File: src/rtl/pfxdec_pkg.sv
package pfxdec_pkg;

    typedef enum logic [3:0] {
        OPC_BASE = 4'd0,
        OPC_OR   = 4'd1,
        OPC_AND  = 4'd2,
        OPC_EOR  = 4'd3,
        OPC_ADC  = 4'd4,
        OPC_ST   = 4'd5,
        OPC_LD   = 4'd6,
        OPC_CP   = 4'd7,
        OPC_SBC  = 4'd8,
        OPC_ASL  = 4'd9,
        OPC_ROL  = 4'd10,
        OPC_LSR  = 4'd11,
        OPC_ROR  = 4'd12,
        OPC_INC  = 4'd13,
        OPC_DEC  = 4'd14,
        OPC_BAD  = 4'd15
    } op_class_e;

    typedef enum logic [3:0] {
        AM_NONE   = 4'd0,
        AM_ACC    = 4'd1,
        AM_ZP     = 4'd2,
        AM_ZPX    = 4'd3,
        AM_ABS    = 4'd4,
        AM_ABSX   = 4'd5,
        AM_ABSY   = 4'd6,
        AM_IZX    = 4'd7,
        AM_IZY    = 4'd8,
        AM_IZ     = 4'd9,
        AM_ISY    = 4'd10,
        AM_IND32  = 4'd11,
        AM_IND32Z = 4'd12
    } amode_e;

    typedef enum logic [2:0] {
        PS_BASE,
        PS_HALF,
        PS_QUAD,
        PS_LONG,
        PS_QLONG
    } pfx_state_e;

    typedef struct packed {
        logic quad;
        logic lng;
    } mode_t;

    typedef struct packed {
        op_class_e op;
        amode_e    am;
        logic      bad;
    } dec_t;

    localparam dec_t DEC_BAD  = '{op: OPC_BAD,  am: AM_NONE, bad: 1'b1};
    localparam dec_t DEC_BASE = '{op: OPC_BASE, am: AM_NONE, bad: 1'b0};

    // Pair index of the high nibble -> load/store/arithmetic class
    function automatic op_class_e group_op(input logic [2:0] pair);
        return op_class_e'(4'(pair) + 4'd1);
    endfunction

    // Pair index within rows 0x0-0x7 -> shift/rotate class
    function automatic op_class_e shift_op(input logic [1:0] pair);
        return op_class_e'(4'(pair) + 4'd9);
    endfunction

    function automatic dec_t mk(input op_class_e op, input amode_e am);
        return '{op: op, am: am, bad: 1'b0};
    endfunction

endpackage

File: src/rtl/pfxdec_tracker.sv
module pfxdec_tracker
    import pfxdec_pkg::*;
#(
    parameter logic [7:0] QUAD_PFX = 8'h42,
    parameter logic [7:0] LONG_PFX = 8'hEA
) (
    input  logic       clk,
    input  logic       rst,
    input  logic       valid,
    input  logic [7:0] data,
    output logic       emit,
    output logic [7:0] emit_byte,
    output mode_t      mode,
    output logic       lone
);

    pfx_state_e state, state_nxt;

    always_comb begin
        state_nxt = state;
        emit      = 1'b0;
        emit_byte = data;
        mode      = '0;
        lone      = 1'b0;
        if (valid) begin
            case (state)
                PS_BASE: begin
                    if (data == QUAD_PFX)      state_nxt = PS_HALF;
                    else if (data == LONG_PFX) state_nxt = PS_LONG;
                    else                       emit = 1'b1;
                end
                PS_HALF: begin
                    if (data == QUAD_PFX) begin
                        state_nxt = PS_QUAD;
                    end else if (data == LONG_PFX) begin
                        emit      = 1'b1;
                        emit_byte = QUAD_PFX;
                        state_nxt = PS_LONG;
                    end else begin
                        emit      = 1'b1;
                        lone      = 1'b1;
                        state_nxt = PS_BASE;
                    end
                end
                PS_QUAD: begin
                    if (data == LONG_PFX) begin
                        state_nxt = PS_QLONG;
                    end else begin
                        emit      = 1'b1;
                        mode.quad = 1'b1;
                        state_nxt = PS_BASE;
                    end
                end
                PS_LONG: begin
                    emit      = 1'b1;
                    mode.lng  = 1'b1;
                    state_nxt = PS_BASE;
                end
                PS_QLONG: begin
                    emit      = 1'b1;
                    mode.quad = 1'b1;
                    mode.lng  = 1'b1;
                    state_nxt = PS_BASE;
                end
                default: state_nxt = PS_BASE;
            endcase
        end
    end

    always_ff @(posedge clk) begin
        if (rst) state <= PS_BASE;
        else     state <= state_nxt;
    end

endmodule

File: src/rtl/pfxdec_quad_table.sv
module pfxdec_quad_table
    import pfxdec_pkg::*;
(
    input  logic [7:0] opc,
    output dec_t       res
);

    logic [3:0] hi, lo;
    logic       odd;
    logic [2:0] pair;
    amode_e     rmw_am;

    assign hi     = opc[7:4];
    assign lo     = opc[3:0];
    assign odd    = hi[0];
    assign pair   = hi[3:1];
    assign rmw_am = lo[3] ? (odd ? AM_ABSX : AM_ABS) : (odd ? AM_ZPX : AM_ZP);

    always_comb begin
        res = DEC_BAD;
        case (lo)
            4'h1: res = mk(group_op(pair), odd ? AM_IZY : AM_IZX);
            4'h5: res = mk(group_op(pair), odd ? AM_ZPX : AM_ZP);
            4'h9: if (odd) res = mk(group_op(pair), AM_ABSY);
            4'hD: res = mk(group_op(pair), odd ? AM_ABSX : AM_ABS);
            4'h2: begin
                if (odd)               res = mk(group_op(pair), AM_IZ);
                else if (opc == 8'h82) res = mk(OPC_ST, AM_ISY);
                else if (opc == 8'hE2) res = mk(OPC_LD, AM_ISY);
            end
            4'h6, 4'hE: begin
                if (!hi[3])    res = mk(shift_op(hi[2:1]), rmw_am);
                else if (hi[2]) res = mk(hi[1] ? OPC_INC : OPC_DEC, rmw_am);
            end
            4'hA: begin
                if (!hi[3] && !odd)    res = mk(shift_op(hi[2:1]), AM_ACC);
                else if (opc == 8'h1A) res = mk(OPC_INC, AM_ACC);
                else if (opc == 8'h3A) res = mk(OPC_DEC, AM_ACC);
            end
            default: res = DEC_BAD;
        endcase
    end

endmodule

File: src/rtl/pfxdec_long_table.sv
module pfxdec_long_table
    import pfxdec_pkg::*;
(
    input  logic [7:0] opc,
    input  logic       wide,
    output dec_t       res
);

    always_comb begin
        if (opc[3:0] == 4'h2 && opc[4])
            res = mk(group_op(opc[7:5]), wide ? AM_IND32 : AM_IND32Z);
        else
            res = DEC_BAD;
    end

endmodule

File: src/rtl/prefix_opcode_decoder.sv
module prefix_opcode_decoder
    import pfxdec_pkg::*;
#(
    parameter logic [7:0] QUAD_PFX = 8'h42,
    parameter logic [7:0] LONG_PFX = 8'hEA
) (
    input  logic       clk,
    input  logic       rst,
    input  logic       in_valid,
    input  logic [7:0] in_byte,
    output logic       out_valid,
    output logic [7:0] out_byte,
    output logic [3:0] out_op,
    output logic [3:0] out_amode,
    output logic       out_quad,
    output logic       out_long,
    output logic       out_illegal,
    output logic       out_lone
);

    logic       emit, lone;
    logic [7:0] emit_byte;
    mode_t      mode;
    dec_t       quad_res, long_res, sel;

    pfxdec_tracker #(.QUAD_PFX(QUAD_PFX), .LONG_PFX(LONG_PFX)) u_tracker (
        .clk(clk), .rst(rst), .valid(in_valid), .data(in_byte),
        .emit(emit), .emit_byte(emit_byte), .mode(mode), .lone(lone)
    );

    pfxdec_quad_table u_quad (.opc(emit_byte), .res(quad_res));

    pfxdec_long_table u_long (.opc(emit_byte), .wide(mode.quad), .res(long_res));

    always_comb begin
        if (mode.lng)       sel = long_res;
        else if (mode.quad) sel = quad_res;
        else                sel = DEC_BASE;
    end

    always_ff @(posedge clk) begin
        if (rst) begin
            out_valid   <= 1'b0;
            out_byte    <= '0;
            out_op      <= '0;
            out_amode   <= '0;
            out_quad    <= 1'b0;
            out_long    <= 1'b0;
            out_illegal <= 1'b0;
            out_lone    <= 1'b0;
        end else begin
            out_valid <= emit;
            if (emit) begin
                out_byte    <= emit_byte;
                out_op      <= sel.op;
                out_amode   <= sel.am;
                out_quad    <= mode.quad;
                out_long    <= mode.lng;
                out_illegal <= sel.bad;
                out_lone    <= lone;
            end
        end
    end

endmodule

File: config.mk
export PLATFORM = sky130hd
export DESIGN_NAME = prefix_opcode_decoder
export DESIGN_NICKNAME = d
export VERILOG_FILES = /design/src/rtl/pfxdec_pkg.sv /design/src/rtl/pfxdec_tracker.sv /design/src/rtl/pfxdec_quad_table.sv /design/src/rtl/pfxdec_long_table.sv /design/src/rtl/prefix_opcode_decoder.sv
export SDC_FILE = /design/constraint.sdc
export NUM_CORES = 1
export LEC_CHECK = 0
export ABC_CLOCK_PERIOD_IN_PS = 6000
export BUFFER_PORTS_ARGS = -buffer_cell sky130_fd_sc_hd__buf_4
export CORE_MARGIN = 2
export CORE_UTILIZATION = 55
export CTS_BUF_LIST = sky130_fd_sc_hd__clkbuf_4
export CTS_CLUSTER_DIAMETER = 60
export DETAILED_ROUTE_END_ITERATION = 10
export PLACE_DENSITY = 0.87
export SYNTH_ARGS = -nofsm -noshare
export SYNTH_HDL_FRONTEND = slang
export SYNTH_HIERARCHICAL = 1
export SYNTH_SLANG_ARGS = --single-unit
File: constraint.sdc
create_clock -name clk -period 6 [get_ports clk]
set_input_delay 1.8 -clock clk [delete_from_list [all_inputs] [get_ports clk]]
set_output_delay 1.8 -clock clk [all_outputs]
set_load 0.05 [all_outputs]
# --- Yosys cells after proc, flatten, opt, wreduce, memory -nomap -nowiden ---
# Cells that the tools add are included.
classes:
  addsub: 2
  n_eq_ne: 19
  n_mux: 39
  n_reduce_logical: 8
op_table:
  columns: ["cell", "count"]
  rows:
  - ["9-bit 2-to-1 mux", 11]
  - ["9-bit one-hot mux with 7 select lines", 1]
  - ["8-bit 2-to-1 mux", 4]
  - ["8-bit == test (second input constant)", 3]
  - ["3-bit 2-to-1 mux", 6]
  - ["4-bit == test (second input constant)", 4]
  - ["1-bit 2-to-1 mux", 9]
  - ["3-bit one-hot mux with 3 select lines", 1]
  - ["4-bit by 3-bit == test with 1-bit output (second input constant)", 2]
  - ["8-bit by 5-bit == test with 1-bit output (second input constant)", 1]
  - ["8-bit by 6-bit == test with 1-bit output (second input constant)", 1]
  - ["8-bit by 7-bit == test with 1-bit output (second input constant)", 1]
  - ["3-bit by 2-bit == test with 1-bit output (second input constant)", 2]
  - ["2-bit 2-to-1 mux", 3]
  - ["6-bit 2-to-1 mux", 1]
  - ["2-bit by 4-bit adder with 4-bit output (second input constant)", 1]
  - ["3-bit by 1-bit adder with 4-bit output (second input constant)", 1]
  - ["4-bit by 1-bit == test with 1-bit output (second input constant)", 1]
  - ["4-bit by 2-bit == test with 1-bit output (second input constant)", 1]
  - ["4-bit 2-to-1 mux", 1]
  - ["1-bit one-hot mux with 4 select lines", 1]
  - ["2-bit OR reduction", 2]
  - ["3-bit by 1-bit == test with 1-bit output (second input constant)", 1]
  - ["3-bit == test (second input constant)", 1]
  - ["6 further kinds", 8]
totals:
  ff_bits: 24
  in_bits: 11
  output_inout_bits: 21

# --- Logic depth before layout (Yosys ltp) ---
# Gate-level depths: netlist (run 1).
depth:
  depth_word: 12
  mapped_depth: 10
  ltp_nobuf: 10

# --- By module ---
# Netlist (run 1), hierarchy kept.
by_module_without_submodules:
  columns: ["module", "n_inst", "cells_each", "area_each_um2", "seq_area_each_um2"]
  rows:
  - ["prefix_opcode_decoder", 1, 70, 799.5, 420.4]
  - ["pfxdec_quad_table", 1, 85, 519.2, 0.0]
  - ["pfxdec_tracker", 1, 47, 351.6, 60.1]
  - ["pfxdec_long_table", 1, 15, 100.1, 0.0]

# --- Least setup slack after synthesis (run 1) ---
# Ideal clock, no wire load.
synth_path:
  path_kind: "input port to flip-flop"
  from: "in in_byte[0]"
  to: "reg out_op[2]"
  arrival_time_ns: 3.677
  required_ns: 5.878
  setup_slack_ns: 2.201
  stages: 10
  path_cell_list: "nor4b_4 -> nand2_1 -> o31a_1 -> ha_1 -> inv_1 -> ha_1 -> nor3b_1 -> o31ai_1 -> a22oi_1 -> a221o_1"
synth_rtl:
  columns: ["item", "line", "rtl"]
  rows:
  - ["start, declared", "prefix_opcode_decoder.sv:10", "input logic [7:0] in_byte,"]
  - ["end signal, assigned", "prefix_opcode_decoder.sv:55", "out_op <= sel.op;"]
  - ["end, declared", "prefix_opcode_decoder.sv:13", "output logic [3:0] out_op,"]

==> summary.txt, run 1 <==
Place
  – Detail Placement HPWL: 2850 microns
  – IO buf count: 31
  – Post-DP Area: 1940 sq um
  – Gp weighted congestion: 0.946
  – DP Worst Slack: 1.68 ns

Yosys
  – Area leader, netlist: dfxtp_1
  – Commonest cells in the netlist: dfxtp_1 (24), nor2_1 (20), nand2_1 (14)
  – Share of the synthesized area in the top cell type: 27.1%
  – Top_reg_cell synth: dfxtp_1
  – Post-Syn Area per Cell: 8.16 sq um
  – Count leader, synth: dfxtp_1
  – Total of warnings raised by yosys: 6
  – Synth top area cells: dfxtp_1 (27%), mux2i_1 (6.2%), a221o_1 (5.1%)
  – Synth Cell Area: 1770 sq um
  – Async SR Flop Fraction: 0%
  – Syn Inst Count: 217
  – Post-synth EDFFs: 0
  – Post-synth net total: 232
  – Synthesized flop and latch total: 24
  – Synth unique cells: 55
  – Sequential fraction of the synthesis area: 27.1%

Critical path
  – Startpoint Class: input pin
  – Crit path buf inv count: 1
  – CP max-delay cell: nor4b_1
  – Arr. time, crit path: 4.23 ns
  – Critical path class: input pin to flop
  – Delay-heaviest family, CP: simple AND/OR/NAND/NOR gates
  – Reg2Reg Setup Slack: 3.50 ns
  – Req. time, crit path: 6.22 ns
  – CP peak stage delay: 0.75 ns
  – CP cell instances: buf_4 > nor4b_4 > nand3_1 > o21a_1 > nor4b_1 > nand3_1 > a221o_1
  – Crit path max fanout: 28
  – CP dominant cell by count: nand3_1
  – Critical Path End Type: flop

Global routing
  – Vias in the first global route: 1510
  – All-layer global routing usage: 25.3%
  – First-pass GRT wire length: 7020 microns
  – Largest net degree at the start of global routing: 29
  – Initial antenna violation count: 0
  – Global route total overflow: 0

STA
  – Period utilisation layout: 66.9%
  – Fin Hold WS: 0.511 ns
  – Worst slew pin tran: 1.08 ns
  – Final Max Tran Viols: 0
  – Max Clock Freq: 0.249 GHz
  – Setup Viol. Count Final: 0
  – Unrepaired setup endpoints after global routing: no
  – Relative slew slack: 27.9%
  – Final WS setup: 1.98 ns
  – Final min period: 4.02 ns
  – Setup TNS: 0 ns
  – Final hold violation count: 0
  – Layout Skew: 0.00387 ns

Routing
  – Drt first pass iters: 5
  – Met2 Wirelength: 1890 microns
  – DRT met1 WL: 1900 microns
  – DRC: 0
  – Vias per cell: 6.13
  – Top Metal Used: met4
  – Post-route ant nets: 0
  – Final Routed Wirelength: 4130 microns
  – WL met3: 261 microns
  – WL per Instance: 15.0 microns
  – DR iter-0 viols: 123
  – Via count: 1685

Die
  – Initial Util: 58.0%
  – Core area: 3050 sq um
  – Ports: 32
  – Die width: 60.7 microns
  – Die height: 60.7 microns
  – Row count: 20
  – Die area: 3690 sq um

Min path
  – Worst hold path type: flop to flop

Status
  – Outcome: finished, final reports clean

Clock tree
  – Clock insertion delay at the later pin of the skew report: 0.32 ns
  – Clock sink count: 24
  – Hold Buf Count CTS: 0
  – Clock-pin slew of the registers on the worst-case setup and hold paths: 0.13 ns
  – Clock Tree Root: clkbuf_4
  – TritonCTS clock tree: yes
  – Num CTS Buffers: 3
  – Gates resized, CTS repair: 0
  – Clock Tree Buf Depth: 2
  – H-tree depth: 1
  – Setup Fix Bufs, Post-CTS: 0

Final layout
  – Antenna Cells: 0
  – Area grow syn2layout: 11.2%
  – Post-route cell area: 1970 sq um
  – Final #Nets: 247
  – Share of cells above drive strength 1: 17.7%
  – # fillers: 274

Job
  – Max-cap viol count: 0

Power
  – P per Cell Area: 164 nW/um^2
  – P_leak: 0.805 nW
  – VDD IR max: 0.125 mV
logic make-up (layout without fill, tap and decap cells):
logic type	count (synthesis)	after routing	synth area share, %
AOI/OAI and AO/OA	58	58	24.0
xor gates and xnor gates	1	1	0.495
adders and majority gates	4	4	2.83
buffers and inverters	27	41	7.77
DFF	24	24	27.1
muxes	11	11	6.22
and+or+nand+nor	92	92	31.6
cell usage in the layout (no fill, tap or decap), types with 3 or more instances in the layout:
| cell | instances |
|---|---|
| a21oi_1 | 6 |
| a221o_1 | 9 |
| a22o_1 | 3 |
| a31oi_1 | 4 |
| buf_4 | 31 |
| clkbuf_4 | 3 |
| dfxtp_1 | 24 |
| ha_1 | 4 |
| inv_1 | 6 |
| mux2i_1 | 11 |
| nand2_1 | 14 |
| nand2b_1 | 7 |
| nand3_1 | 9 |
| nor2_1 | 20 |
| nor2b_1 | 4 |
| nor3_1 | 3 |
| nor3b_1 | 12 |
| nor4b_1 | 4 |
| o21ai_0 | 11 |
| o22ai_1 | 4 |
layout make-up:
class | count | area [sq um] | area share [%]
Clock buffer | 3 | 22.5 | 1.14
Clock inverter | 1 | 3.75 | 0.191
Inverter | 6 | 22.5 | 1.14
Multi-Input combinational cell | 166 | 1150 | 58.5
Sequential cell | 24 | 480 | 24.4
Tap cell | 44 | 55.1 | 2.80
Timing Repair Buffer | 31 | 233 | 11.8
worst min-delay path, stage by stage (launching register included):
cell and delay (ns):
dfxtp_1 0.35, mux2i_1 0.06, nor2_1 0.07
stage by stage:
step                      power (mW)  std cells  util [%]
final                          0.323        275      64.5
after global routing           0.341        275      64.5
after CTS                      0.324        275      64.5
after detailed placement       0.253        271      63.6
after global placement         0.252        271      63.6
after floorplan                0.231        217         -
metal layers:
metal	track usage (%)	vias up
li1	-	839
met1	35.2	776
met2	37.8	62
met3	4.48	8
met4	12.1	0
met5	0	-
flip-flops by register name, summed over array words and instances, names as in the netlist:
register and flops:
out_amode 4, out_byte 8, out_illegal 1, out_lone 1, out_long 1, out_op 4
out_quad 1, out_valid 1, u_tracker/state 3
power breakdown:
group | internal [mW] | switching [mW] | leakage (nW)
clock network | 0.0244 | 0.0485 | 0.0154
logic | 0.0307 | 0.0549 | 0.594
registers | 0.163 | 0.00179 | 0.195
total | 0.218 | 0.105 | 0.805
path summary, 6_finish.rpt:
kind,from,end,cells after the start
setup reg to reg,u_tracker/state[2]$_SDFFE_PP0P_,out_op[1]$_SDFFE_PP0P_,9
hold reg to reg,out_quad$_SDFFE_PP0P_,out_quad$_SDFFE_PP0P_,2
hold / removal,out_quad$_SDFFE_PP0P_,out_quad$_SDFFE_PP0P_,2
setup / recovery,in_byte[4],out_op[3]$_SDFFE_PP0P_,7
Power figures use the tool's default switching activity.
==> run 2, diff against run 1 <==
Settings changed: ABC_CLOCK_PERIOD_IN_PS 6000 to 3500, CORE_UTILIZATION 55 to 52, PLACE_DENSITY 0.87 to 0.86.
Clock period 6 ns to 3.5 ns, I/O delays scaled along.
==> summary.txt, run 2 (synthesized netlist as in run 1, its figures left out) <==
Clock tree
  – Num CTS Buffers: 3 (unchanged)
  – Clock Tree Buf Depth: 2 (unchanged)
  – Hold Buf Count CTS: 0 (unchanged)
  – H-tree depth: 1 (unchanged)
  – Clock insertion delay at the later pin of the skew report: 0.33 ns (about the same)
  – Clock-pin slew of the registers on the worst-case setup and hold paths: 0.13 ns (about the same)
  – Gates resized, CTS repair: 0 (unchanged)
  – Clock sink count: 24 (unchanged)
  – Setup Fix Bufs, Post-CTS: 0 (unchanged)
  – TritonCTS clock tree: yes
  – Clock Tree Root: clkbuf_4

Min path
  – Worst hold path type: flop to flop
  – Hold Path Depth: 2 (unchanged)

Critical path
  – Crit path max fanout: 12 (-57%)
  – CP cell instances: buf_4 > nor4b_4 > nand2_1 > o31a_1 > ha_1 > inv_1 > ha_1 > nor3b_1 > o31ai_1 > a22oi_1 > a221o_1
  – Startpoint Class: input pin
  – Delay-heaviest family, CP: compound AO/OA/AOI/OAI gates
  – Critical Path End Type: flop
  – R2R cell count: 9 (unchanged)
  – Req. time, crit path: 3.73 ns (-2.49 ns)
  – CP Depth: 11 (+4)
  – CP dominant cell by count: ha_1
  – Arr. time, crit path: 3.23 ns (-1.00 ns)
  – CP max-delay cell: o31a_1
  – CP peak stage delay: 0.41 ns (-0.34 ns)
  – Critical path class: input pin to flop
  – Crit path buf inv count: 2 (+1)

Final layout
  – Commonest cells after routing, fill and taps aside: buf_4 (39), dfxtp_1 (24), nor2_1 (20)
  – Final #Nets: 255 (+3.2%)
  – Commonest non-fill, non-tap cell in the layout: buf_4
  – Share of cells above drive strength 1: 20.9% (+3.2 points)
  – Largest register FFs: 8 (unchanged)
  – Area grow syn2layout: 16.3%
  – Antenna Cells: 0 (unchanged)
  – Post-route cell area: 2060 sq um (+4.5%)
  – Regs by FF count: out_byte x8, out_amode x4, out_op x4
  – Reg with most FFs: out_byte

Routing
  – Vias per cell: 6.20 (+1.2%)
  – Final Routed Wirelength: 4520 microns (+9.4%)
  – WL per Instance: 15.9 microns (+5.6%)
  – DRC: 0 (unchanged)
  – Via count: 1768 (+4.9%)
  – Post-route ant nets: 0 (unchanged)
  – DR iter-0 viols: 161 (+31%)
  – Drt first pass iters: 5 (unchanged)

STA
  – Max Clock Freq: 0.333 GHz
  – Period utilisation layout: 85.7%
  – Setup Viol. Count Final: 0 (unchanged)
  – Fin Hold WS: 0.512 ns (+0.00102 ns)
  – Setup TNS: 0 ns (unchanged)
  – Final hold violation count: 0 (unchanged)
  – Layout Skew: 0.00204 ns (-0.00183 ns)
  – Final min period: 3.00 ns
  – Unrepaired setup endpoints after global routing: no
  – Worst slew pin tran: 0.672 ns (-0.410 ns)
  – Relative slew slack: 55.1% (+27 points)
  – Final Max Tran Viols: 0 (unchanged)

Global routing
  – Largest net degree at the start of global routing: 28 (-3.4%)
  – All-layer global routing usage: 24.3% (-0.95 points)
  – Vias in the first global route: 1592 (+5.4%)
  – First-pass GRT wire length: 7710 microns (+9.8%)
  – Global route total overflow: 0 (unchanged)
  – Initial antenna violation count: 0 (unchanged)

Die
  – Row count: 21 (+5.0%)
  – Ports: 32 (unchanged)
  – Die width: 62.4 microns (+2.7%)
  – Core area: 3310 sq um (+8.4%)
  – Die area: 3890 sq um (+5.4%)
  – Initial Util: 53.5% (-4.5 points)
  – Die height: 62.4 microns (+2.7%)

Power
  – VDD IR max: 0.205 mV (+64%)
  – P_leak: 0.857 nW (+6.5%)
  – P per Cell Area: 312 nW/um^2 (+90%)

Place
  – Gp weighted congestion: 0.897 (-5.2%)
  – Post-DP Area: 2010 sq um (+3.2%)
  – IO buf count: 31 (unchanged)
  – Detail Placement HPWL: 3250 microns (+14%)

Status
  – Outcome: finished, final reports clean

Job
  – Max-cap viol count: 0 (unchanged)
-- run 2: area by class of cell --
type	instances	area, sq um
fill	305	1250
timing repair buffer	39	293
tap	46	57.6
inverter	6	22.5
clock buffer	3	22.5
sequential	24	480
multi-input combinational	166	1150
clock inverter	1	30.0
-- run 2: where the power goes --
group | switching, mW | internal, mW
Sequential | 0.00334 | 0.279
Clock | 0.0889 | 0.116
Combinational | 0.0976 | 0.0574
Total | 0.190 | 0.453
-- run 2: worst paths after layout --
path,start,to,slack (ns)
max,in_byte[0],out_op[2]$_SDFFE_PP0P_,0.50
max reg2reg,u_tracker/state[1]$_SDFFE_PP0P_,out_op[1]$_SDFFE_PP0P_,0.94
min reg2reg,out_long$_SDFFE_PP0P_,out_long$_SDFFE_PP0P_,0.51
min,out_long$_SDFFE_PP0P_,out_long$_SDFFE_PP0P_,0.51
-- run 2: routing by layer --
metal | up-vias | GRT usage (%) | wire [microns]
li1 | 853 | - | -
met1 | 818 | 31.6 | 1980
met2 | 86 | 38.9 | 2120
met3 | 11 | 5.07 | 338
met4 | 0 | 10.8 | 78
met5 | - | 0 | 0
-- run 2: through the flow --
stage	cells	util, %	setup WS (ns)	power (mW)
2_1_floorplan	217	-	0.451	0.397
5_1_grt	285	62.2	0.289	0.672
3_5_place_dp	281	60.6	0.168	0.440
6_report	285	62.2	0.499	0.643
4_1_cts	285	62.2	0.530	0.642
3_3_place_gp	281	60.6	0.228	0.438
-- run 2: worst reg2reg max path: cells and delay by family, from the launching register on --
family          cells  cell delay [ns]
flops               1             0.50
fa+ha+maj           1             0.34
compound gates      5             1.23
buf+inv             1             0.15
simple gates        2             0.24
